$ cat config.mk
export PLATFORM = sky130hd
export DESIGN_NAME = lrsc_resv_unit
export DESIGN_NICKNAME = d
export VERILOG_FILES = /design/src/rtl/lrsc_pkg.sv /design/src/rtl/lrsc_insn_decode.sv /design/src/rtl/lrsc_resv_store.sv /design/src/rtl/lrsc_sc_resolve.sv /design/src/rtl/lrsc_resv_unit.sv
export SDC_FILE = /design/constraint.sdc
export NUM_CORES = 1
export LEC_CHECK = 0
export CORE_MARGIN = 2
export CORE_UTILIZATION = 25
export DETAILED_ROUTE_END_ITERATION = 8
export PLACE_DENSITY = 0.69
export SYNTH_ARGS = -nofsm -noshare
export SYNTH_HDL_FRONTEND = slang
export SYNTH_HIERARCHICAL = 1
export SYNTH_SLANG_ARGS = --single-unit
$ cat constraint.sdc
create_clock -name clk -period 1.3 [get_ports clk]
set_input_delay 0.13 -clock clk [delete_from_list [all_inputs] [get_ports clk]]
set_output_delay 0.13 -clock clk [all_outputs]
set_load 0.05 [all_outputs]
$ cat src/rtl/lrsc_pkg.sv
package lrsc_pkg;
  localparam logic [6:0] OPC_ATOMIC  = 7'b0101111;
  localparam logic [4:0] F5_LOADRES  = 5'b00010;
  localparam logic [4:0] F5_STORECON = 5'b00011;
  localparam logic [2:0] F3_WORD     = 3'b010;
  localparam logic [2:0] F3_DWORD    = 3'b011;

  localparam logic [4:0] EXC_ST_MISALIGN = 5'd6;
  localparam logic [4:0] EXC_ST_ACCESS   = 5'd7;
  localparam logic [4:0] EXC_ST_PAGE     = 5'd15;

  typedef struct packed {
    logic       store_en;
    logic       rd_we;
    logic       rd_fail;
    logic       exc_valid;
    logic [4:0] exc_code;
    logic       consume;
  } sc_result_t;
endpackage

$ cat src/rtl/lrsc_insn_decode.sv
module lrsc_insn_decode
  import lrsc_pkg::*;
#(
  parameter int XLEN = 64
) (
  input  logic [31:0] insn,
  input  logic        ext_en,
  output logic        is_lr,
  output logic        is_sc,
  output logic        legal
);
  logic [4:0] f5;
  logic [4:0] rs2;
  logic [2:0] f3;
  logic [6:0] opc;
  logic       width_ok;
  logic       lr_shape;
  logic       sc_shape;
  logic       unused_fields;

  assign f5  = insn[31:27];
  assign rs2 = insn[24:20];
  assign f3  = insn[14:12];
  assign opc = insn[6:0];
  assign unused_fields = ^{insn[26:25], insn[19:15], insn[11:7]};

  generate
    if (XLEN >= 64) begin : g_wide
      assign width_ok = (f3 == F3_WORD) || (f3 == F3_DWORD);
    end else begin : g_narrow
      assign width_ok = (f3 == F3_WORD);
    end
  endgenerate

  always_comb begin
    lr_shape = (f5 == F5_LOADRES) && (rs2 == 5'd0);
    sc_shape = (f5 == F5_STORECON);
    legal    = ext_en && (opc == OPC_ATOMIC) && width_ok && (lr_shape || sc_shape);
    is_lr    = legal && lr_shape;
    is_sc    = legal && sc_shape;
  end
endmodule

$ cat src/rtl/lrsc_resv_store.sv
module lrsc_resv_store #(
  parameter int TAG_W = 31
) (
  input  logic             clk,
  input  logic             rst_n,
  input  logic             set_en,
  input  logic [TAG_W-1:0] set_tag,
  input  logic             clr_en,
  output logic             q_valid,
  output logic [TAG_W-1:0] q_tag
);
  logic valid_d;
  logic tag_ld;

  always_comb begin
    valid_d = q_valid;
    tag_ld  = 1'b0;
    if (clr_en) begin
      valid_d = 1'b0;
    end else if (set_en) begin
      valid_d = 1'b1;
      tag_ld  = 1'b1;
    end
  end

  always_ff @(posedge clk or negedge rst_n) begin
    if (!rst_n) q_valid <= 1'b0;
    else        q_valid <= valid_d;
  end

  always_ff @(posedge clk) begin
    if (tag_ld) q_tag <= set_tag;
  end

  p_clear_wins_r11: assert property (@(posedge clk) disable iff (!rst_n)
    clr_en |=> !q_valid);

  p_set_records_r2: assert property (@(posedge clk) disable iff (!rst_n)
    (set_en && !clr_en) |=> (q_valid && (q_tag == $past(set_tag))));

  p_hold_r3: assert property (@(posedge clk) disable iff (!rst_n)
    (!set_en && !clr_en) |=> (q_valid == $past(q_valid)));
endmodule

$ cat src/rtl/lrsc_sc_resolve.sv
module lrsc_sc_resolve
  import lrsc_pkg::*;
#(
  parameter int PA_W    = 34,
  parameter int GRAN_LG = 3
) (
  input  logic            req,
  input  logic [2:0]      va_lo,
  input  logic            dbl,
  input  logic            xl_fault,
  input  logic            xl_pf,
  input  logic [PA_W-1:0] paddr,
  input  logic            resv_valid,
  input  logic [PA_W-GRAN_LG-1:0] resv_tag,
  output sc_result_t      res
);
  localparam int TAG_W = PA_W - GRAN_LG;

  logic [2:0]       align_mask;
  logic             misaligned;
  logic             hit;
  logic [TAG_W-1:0] req_tag;
  logic             unused_lo;

  assign req_tag   = paddr[PA_W-1:GRAN_LG];
  assign unused_lo = ^paddr[GRAN_LG-1:0];

  always_comb begin
    align_mask = dbl ? 3'b111 : 3'b011;
    misaligned = |(va_lo & align_mask);
    hit        = resv_valid && (resv_tag == req_tag);

    res = '0;
    if (req) begin
      if (misaligned) begin
        res.exc_valid = 1'b1;
        res.exc_code  = EXC_ST_MISALIGN;
      end else if (xl_fault) begin
        res.exc_valid = 1'b1;
        res.exc_code  = xl_pf ? EXC_ST_PAGE : EXC_ST_ACCESS;
      end else begin
        res.consume  = 1'b1;
        res.rd_we    = 1'b1;
        res.store_en = hit;
        res.rd_fail  = !hit;
      end
    end
  end
endmodule

$ cat src/rtl/lrsc_resv_unit.sv
module lrsc_resv_unit
  import lrsc_pkg::*;
#(
  parameter int XLEN    = 64,
  parameter int PA_W    = 34,
  parameter int GRAN_LG = 3
) (
  input  logic            clk,
  input  logic            rst_n,
  input  logic            lrsc_en,
  input  logic [31:0]     insn_word,
  output logic            insn_is_lr,
  output logic            insn_is_sc,
  output logic            insn_legal,
  input  logic            lr_done,
  input  logic            lr_fault,
  input  logic [PA_W-1:0] lr_paddr,
  input  logic            sc_req,
  input  logic [2:0]      sc_va_lo,
  input  logic            sc_dbl,
  input  logic            sc_xlate_fault,
  input  logic            sc_xlate_pf,
  input  logic [PA_W-1:0] sc_paddr,
  input  logic            resv_clr,
  input  logic            snoop_valid,
  input  logic [PA_W-1:0] snoop_paddr,
  output logic            sc_store_en,
  output logic            sc_rd_we,
  output logic [XLEN-1:0] sc_rd_data,
  output logic            sc_exc_valid,
  output logic [4:0]      sc_exc_code
);
  localparam int TAG_W = PA_W - GRAN_LG;

  // reset: asserted asynchronously, released after two clock edges
  logic [1:0] rst_sync;
  logic       rst_q_n;

  always_ff @(posedge clk or negedge rst_n) begin
    if (!rst_n) rst_sync <= 2'b00;
    else        rst_sync <= {rst_sync[0], 1'b1};
  end
  assign rst_q_n = rst_sync[1];

  lrsc_insn_decode #(.XLEN(XLEN)) dec_i (
    .insn   (insn_word),
    .ext_en (lrsc_en),
    .is_lr  (insn_is_lr),
    .is_sc  (insn_is_sc),
    .legal  (insn_legal)
  );

  logic             resv_valid;
  logic [TAG_W-1:0] resv_tag;
  sc_result_t       sc_res;
  logic             snoop_hit;
  logic             clr_any;
  logic             set_any;
  logic             unused_addr;

  lrsc_sc_resolve #(.PA_W(PA_W), .GRAN_LG(GRAN_LG)) res_i (
    .req        (sc_req),
    .va_lo      (sc_va_lo),
    .dbl        (sc_dbl),
    .xl_fault   (sc_xlate_fault),
    .xl_pf      (sc_xlate_pf),
    .paddr      (sc_paddr),
    .resv_valid (resv_valid),
    .resv_tag   (resv_tag),
    .res        (sc_res)
  );

  assign unused_addr = ^{lr_paddr[GRAN_LG-1:0], snoop_paddr[GRAN_LG-1:0]};

  always_comb begin
    snoop_hit = snoop_valid && (snoop_paddr[PA_W-1:GRAN_LG] == resv_tag);
    clr_any   = sc_res.consume || resv_clr || snoop_hit;
    set_any   = lr_done && !lr_fault;
  end

  lrsc_resv_store #(.TAG_W(TAG_W)) store_i (
    .clk     (clk),
    .rst_n   (rst_q_n),
    .set_en  (set_any),
    .set_tag (lr_paddr[PA_W-1:GRAN_LG]),
    .clr_en  (clr_any),
    .q_valid (resv_valid),
    .q_tag   (resv_tag)
  );

  assign sc_store_en  = sc_res.store_en;
  assign sc_rd_we     = sc_res.rd_we;
  assign sc_rd_data   = {{(XLEN-1){1'b0}}, sc_res.rd_fail};
  assign sc_exc_valid = sc_res.exc_valid;
  assign sc_exc_code  = sc_res.exc_code;

  p_exc_quiet_r5: assert property (@(posedge clk) disable iff (!rst_q_n)
    sc_exc_valid |-> (!sc_store_en && !sc_rd_we));

  p_exc_keeps_r4: assert property (@(posedge clk) disable iff (!rst_q_n)
    (sc_exc_valid && !lr_done && !resv_clr && !snoop_valid) |=> $stable(resv_valid));

  p_success_consumes_r7: assert property (@(posedge clk) disable iff (!rst_q_n)
    sc_store_en |=> !resv_valid);

  p_fail_consumes_r6: assert property (@(posedge clk) disable iff (!rst_q_n)
    (sc_rd_we && sc_rd_data[0]) |=> !resv_valid);

  p_snoop_clears_r8: assert property (@(posedge clk) disable iff (!rst_q_n)
    (snoop_valid && resv_valid && (snoop_paddr[PA_W-1:GRAN_LG] == resv_tag)) |=> !resv_valid);

  p_misalign_first_r4: assert property (@(posedge clk) disable iff (!rst_q_n)
    (sc_req && (sc_va_lo[1:0] != 2'b00)) |-> (sc_exc_valid && sc_exc_code == EXC_ST_MISALIGN));

  p_legal_needs_en_r12: assert property (@(posedge clk) disable iff (!rst_q_n)
    (insn_is_lr || insn_is_sc) |-> (insn_legal && lrsc_en && !(insn_is_lr && insn_is_sc)));

  p_clear_on_reset_r1: assert property (@(posedge clk)
    $rose(rst_q_n) |-> !resv_valid);
endmodule

== Word-level counts from Yosys, hierarchy flattened ==
Index checks and enable logic that the tools add are counted.

* Flip-flop bits (word level): 34
* Input port bits: 148
* Output and inout port bits: 75
* Logic and storage cells: 42

* Eq/ne operators: 7
* Muxes and demuxes: 13
* Bitwise operators: 1
* Reduce and logical (&&, ||, !) cells: 18

{| class="wikitable"
|+ Operators by type and width
! operator !! number
|-
| $eq 31x31->1 || 2
|-
| $mux 6 || 2
|-
| $eq 5x2->1 const B || 2
|-
| $mux 10 || 1
|-
| $logic_and 1x1->1 || 9
|-
| $mux 3 || 3
|-
| $eq 7x6->1 const B || 1
|-
| $eq 3x2->1 const B || 2
|-
| $mux 1 || 6
|-
| $logic_not 5->1 || 1
|-
| $logic_or 1x1->1 || 4
|-
| $mux 4 || 1
|-
| $and 3x3->3 || 1
|-
| $reduce_or 3->1 || 1
|-
| $logic_not 1->1 || 2
|-
| $reduce_bool 2->1 || 1
|}

== Depth between registers and ports, before layout ==
* Depth after elaboration: 9
* Gate-level depth with buffers: 5
* Gate-level depth less buffers: 5

== Modules after synthesis ==
Netlist, hierarchy kept.

{| class="wikitable"
|+ By module, submodules not included
! module !! times used !! cells each !! area each (µm²)
|-
| lrsc_resv_store || 1 || 34 || 972.2
|-
| lrsc_resv_unit || 1 || 110 || 880.8
|-
| lrsc_sc_resolve || 1 || 55 || 431.7
|-
| lrsc_insn_decode || 1 || 10 || 75.1
|}

== Worst setup path before layout ==
No wires, ideal clock.

* Kind: register to register
* Start: register store_i.q_tag[30]
* End: register store_i.q_tag[0] (enable)
* Library setup time: 423 ps
* Data arrival time: 2409 ps
* Path slack: -1532 ps
* Cell stages (with the launch flop): 6
* Clock period less this slack: 2832 ps
* Cells stage by stage: edfxtp_1 -> xnor2_1 -> nand4_1 -> nor4_1 -> a211o_2 -> nor2b_1

* Cells in the longest elaborated chain, start to end: 4

{| class="wikitable"
|+ Ends and longest elaborated chain
! element !! RTL line !! text
|-
| start, declared || lrsc_resv_store.sv:10 || <nowiki>output logic [TAG_W-1:0] q_tag</nowiki>
|-
| start signal, assigned || lrsc_resv_store.sv:32 || <nowiki>if (tag_ld) q_tag <= set_tag;</nowiki>
|-
| $eq 31x31->1 || lrsc_resv_unit.sv:76 || <nowiki>snoop_hit = snoop_valid && (snoop_paddr[PA_W-1:GRAN_LG] == resv_tag);</nowiki>
|-
| $logic_and 1x1->1 || lrsc_resv_unit.sv:76 ||
|-
| $logic_or 1x1->1 || lrsc_resv_unit.sv:77 || <nowiki>clr_any = sc_res.consume || resv_clr || snoop_hit;</nowiki>
|-
| net clr_any || lrsc_resv_unit.sv:57 || <nowiki>logic clr_any;</nowiki>
|-
| $mux 1 || lrsc_resv_store.sv:18 || <nowiki>if (clr_en) begin</nowiki>
|-
| net store_i.tag_ld || lrsc_resv_store.sv:13 || <nowiki>logic tag_ld;</nowiki>
|}

The timed path passes the listed nets, and every way through them passes these cells.
A chain may end at the register's enable or synchronous reset.

== Worst setup path after layout ==
* Start: register store_i.q_tag[29]
* End: output port sc_store_en

* Cells in the longest elaborated chain, start to end: 5

{| class="wikitable"
|+ Ends and longest elaborated chain
! element !! RTL line !! text
|-
| $eq 31x31->1 || lrsc_sc_resolve.sv:31 || <nowiki>hit = resv_valid && (resv_tag == req_tag);</nowiki>
|-
| $logic_and 1x1->1 || lrsc_sc_resolve.sv:31 ||
|-
| $mux 3 || lrsc_sc_resolve.sv:38 || <nowiki>end else if (xl_fault) begin</nowiki>
|-
| $mux 3 || lrsc_sc_resolve.sv:35 || <nowiki>if (misaligned) begin</nowiki>
|-
| $mux 10 || lrsc_sc_resolve.sv:34 || <nowiki>if (req) begin</nowiki>
|-
| end, declared || lrsc_resv_unit.sv:27 || <nowiki>output logic sc_store_en,</nowiki>
|}

Every way passes these cells.

==> impl_metrics.yaml <==
global_route:
  overflow: 0
  grt_start_max_net_pins: 26
  grt_pass1_vias: 2121
  antenna_found_initial: 0
  grt_pass1_wl_mm: 9.95
  track_usage: 0.130
floorplanning:
  die_h_um: 101
  die-width_um: 101
  core_area_um2: 9200
  io_pins: 223
  num_rows: 35
  dieArea_um2: 10200
  start_util: 0.257
synthesis:
  syn-instance-count: 209
  syn_area_um2: 2360
  synth.top_cell.area_share: 0.394
  ys_seq_elements: 34
  syn_area_per_cell_um2: 11.3
  ys_types: 23
  ys.warnings.count: 6
  ys_seq_area_frac: 0.426
  synth.area.top_cells: "edfxtp_1 (39%), xnor2_1 (23%), buf_4 (21%)"
  synth_top_area_cell: "edfxtp_1"
placed_design:
  port_buffers: 136
  gp_congestion: 0.781
  placed_cells: 481
  dp_hpwl_mm: 6.10
  post-place-ws_ns: -0.732
cells_and_area:
  drive_gt1_frac: 0.272
  antennaDiodeCount: 0
  final_cell_count_no_fill: 508
  final_core_util: 0.475
  nets: 544
  n_fill_cell: 822
  syn_to_final_growth_pct: 84.9
worst_setup_path:
  cp-start-kind: "flop"
  end_kind: "output pin"
  cp-startpoint: "store_i/q_tag[29]$_DFFE_PP_"
  arrival_ns: 1.87
  r2r_cells: 8
  rr_endpoint: "store_i/q_tag[4]$_DFFE_PP_"
  worstPathMaxFanout: 2
  worstPathRequired_ns: 1.17
  r2r-start: "store_i/q_tag[13]$_DFFE_PP_"
  r2r_slack_ns: -0.63
  critPathKind: "reg2out"
timing:
  setup_ws_ns: -0.698
  fin_crit_ns: 2.00
  finalHoldViolations: 0
  holdWs_ns: 0.00548
  setup_violations: 37
  grt_setup_unrepaired: "yes"
  fmax_mhz: 500
  finalMaxSlewViolations: 0
  finalClockSkew_ns: 0.00627
  period_share: 1.54
  setup_tns_ns: -21.65
min_path:
  hp-class: "reg2async"
cts:
  cts.sinks: 34
  cts_tree: "yes"
  clk_latency_ns: 0.28
  clockBufferDepth: 2
  ctsRootBufferMaster: "clkbuf_8"
  path_clk_slew_ns: 0.06
  cts_made_buffers: 5
  ctsHtreeMaxLevel: 2
  hold_buffers: 0
detailed_routing:
  routed_wirelength_mm: 7.19
  vias: 2008
  first_pass_iters: 4
  drc: 0
  vias_per_cell: 3.95
  drt-initial-drc-count: 15
  wl_per_cell_um: 14.2
  ant_nets: 0
run:
  drv_cap: 0
power:
  leakagePower_nw: 1.73
  vdd_drop_max_uv: 567
  power_density_nw_per_um2: 754
status:
  failed_checks: "setup timing"
  outcome: "finished, violations left"
[per-stage QoR]
step | total power [mW] | area, µm²
4_1_cts | 3.26 | 4210
2_1_floorplan | 2.10 | 2630
3_3_place_gp | 2.47 | 3920
5_1_grt | 3.42 | 4360
6_report | 3.29 | 4360
3_5_place_dp | 2.49 | 3920
[per-layer routing]
layer,up-vias,routed length [µm],GRT usage
li1,958,-,-
met4,0,91,0.0353
met5,-,0,0
met2,146,4190,0.282
met3,8,630,0.0269
met1,896,2280,0.116
[critical path: stages (launching register included)]
cell and delay [ns]:
edfxtp_1 0.42, buf_4 0.16, xnor2_1 0.13, nand4_1 0.14
nor4_2 0.38, and3_4 0.25, buf_12 0.13
[worst max-delay path by stage]
| stage | endpoint | slack (ns) |
|---|---|---|
| 2_1_floorplan | store_i/q_tag[0]$_DFFE_PP_ | -0.61 |
| 3_3_place_gp | store_i/q_tag[18]$_DFFE_PP_ | -0.67 |
| 3_5_place_dp | store_i/q_tag[13]$_DFFE_PP_ | -0.73 |
| 4_1_cts | sc_store_en | -0.70 |
| 5_1_grt | sc_store_en | -0.78 |
| 6_report | sc_store_en | -0.70 |
[cells in the mapped netlist]
cell type and n:
edfxtp_1 31, a211oi_1 1, nor4_2 3, a21oi_1 1, a211o_2 1, nor3_1 1
dfrtp_1 3, and2_1 3, and3_1 2, a21boi_0 1, or4b_1 2, buf_4 67
nor2b_1 2, o21ba_1 1, nand4_1 17, xnor2_1 62, nand2_1 1, nand3_1 1
conb_1 3, inv_1 2, o21a_1 1, nor4_1 2, or4_1 1
[report_power, final]
part | internal, mW | switching, mW | total, mW
clock network | 0.368 | 0.353 | 0.721
logic | 0.593 | 0.683 | 1.28
registers | 1.25 | 0.0387 | 1.29
total | 2.22 | 1.07 | 3.29
[cell families (layout without fill, tap and decap cells)]
kind of cell	Yosys count	after routing	share of synthesized area
other	3	65	0.00477
AND/OR/NAND/NOR	35	35	0.102
buffers and inverters	69	195	0.216
AO/OA/AOI/OAI	6	6	0.0202
XOR/XNOR	62	62	0.230
flip-flops	34	34	0.426
[cells in the final DEF, fill, tap and decap left out, types with 3 or more instances in the layout]
master and n:
dfrtp_1 3, edfxtp_1 31, buf_6 13, conb_1 65, dlygate4sd2_1 7, buf_4 37
clkbuf_8 5, nor4_2 5, nand4_1 17, xnor2_1 49, buf_2 4, buf_12 9
clkdlybuf4s50_1 107, and2_4 3, clkbuf_2 4, xnor2_2 11
[layout make-up]
class                      count  area, µm²  area share
timing repair buffer         185       1850       0.423
multi-input combinational    168       1280       0.294
sequential                    34       1010       0.231
tap                          111        139      0.0318
clock buffer                   6       72.6      0.0166
clock inverter                 2       8.76     0.00201
inverter                       2       7.51     0.00172
[flip-flops by register name, summed over array words and instances, names as in the netlist]
signal / flops
store_i/q_valid: 1
rst_sync: 2
store_i/q_tag: 31
[timing repair]
item                                    4_1_cts  5_1_grt
pin swaps                                    18       12
gates resized for setup                      59       18
endpoints found under the setup margin       43       40
cloned                                        0        3
buffers inserted                             13        5
Note: power is estimated with default switching activity, not from simulation.
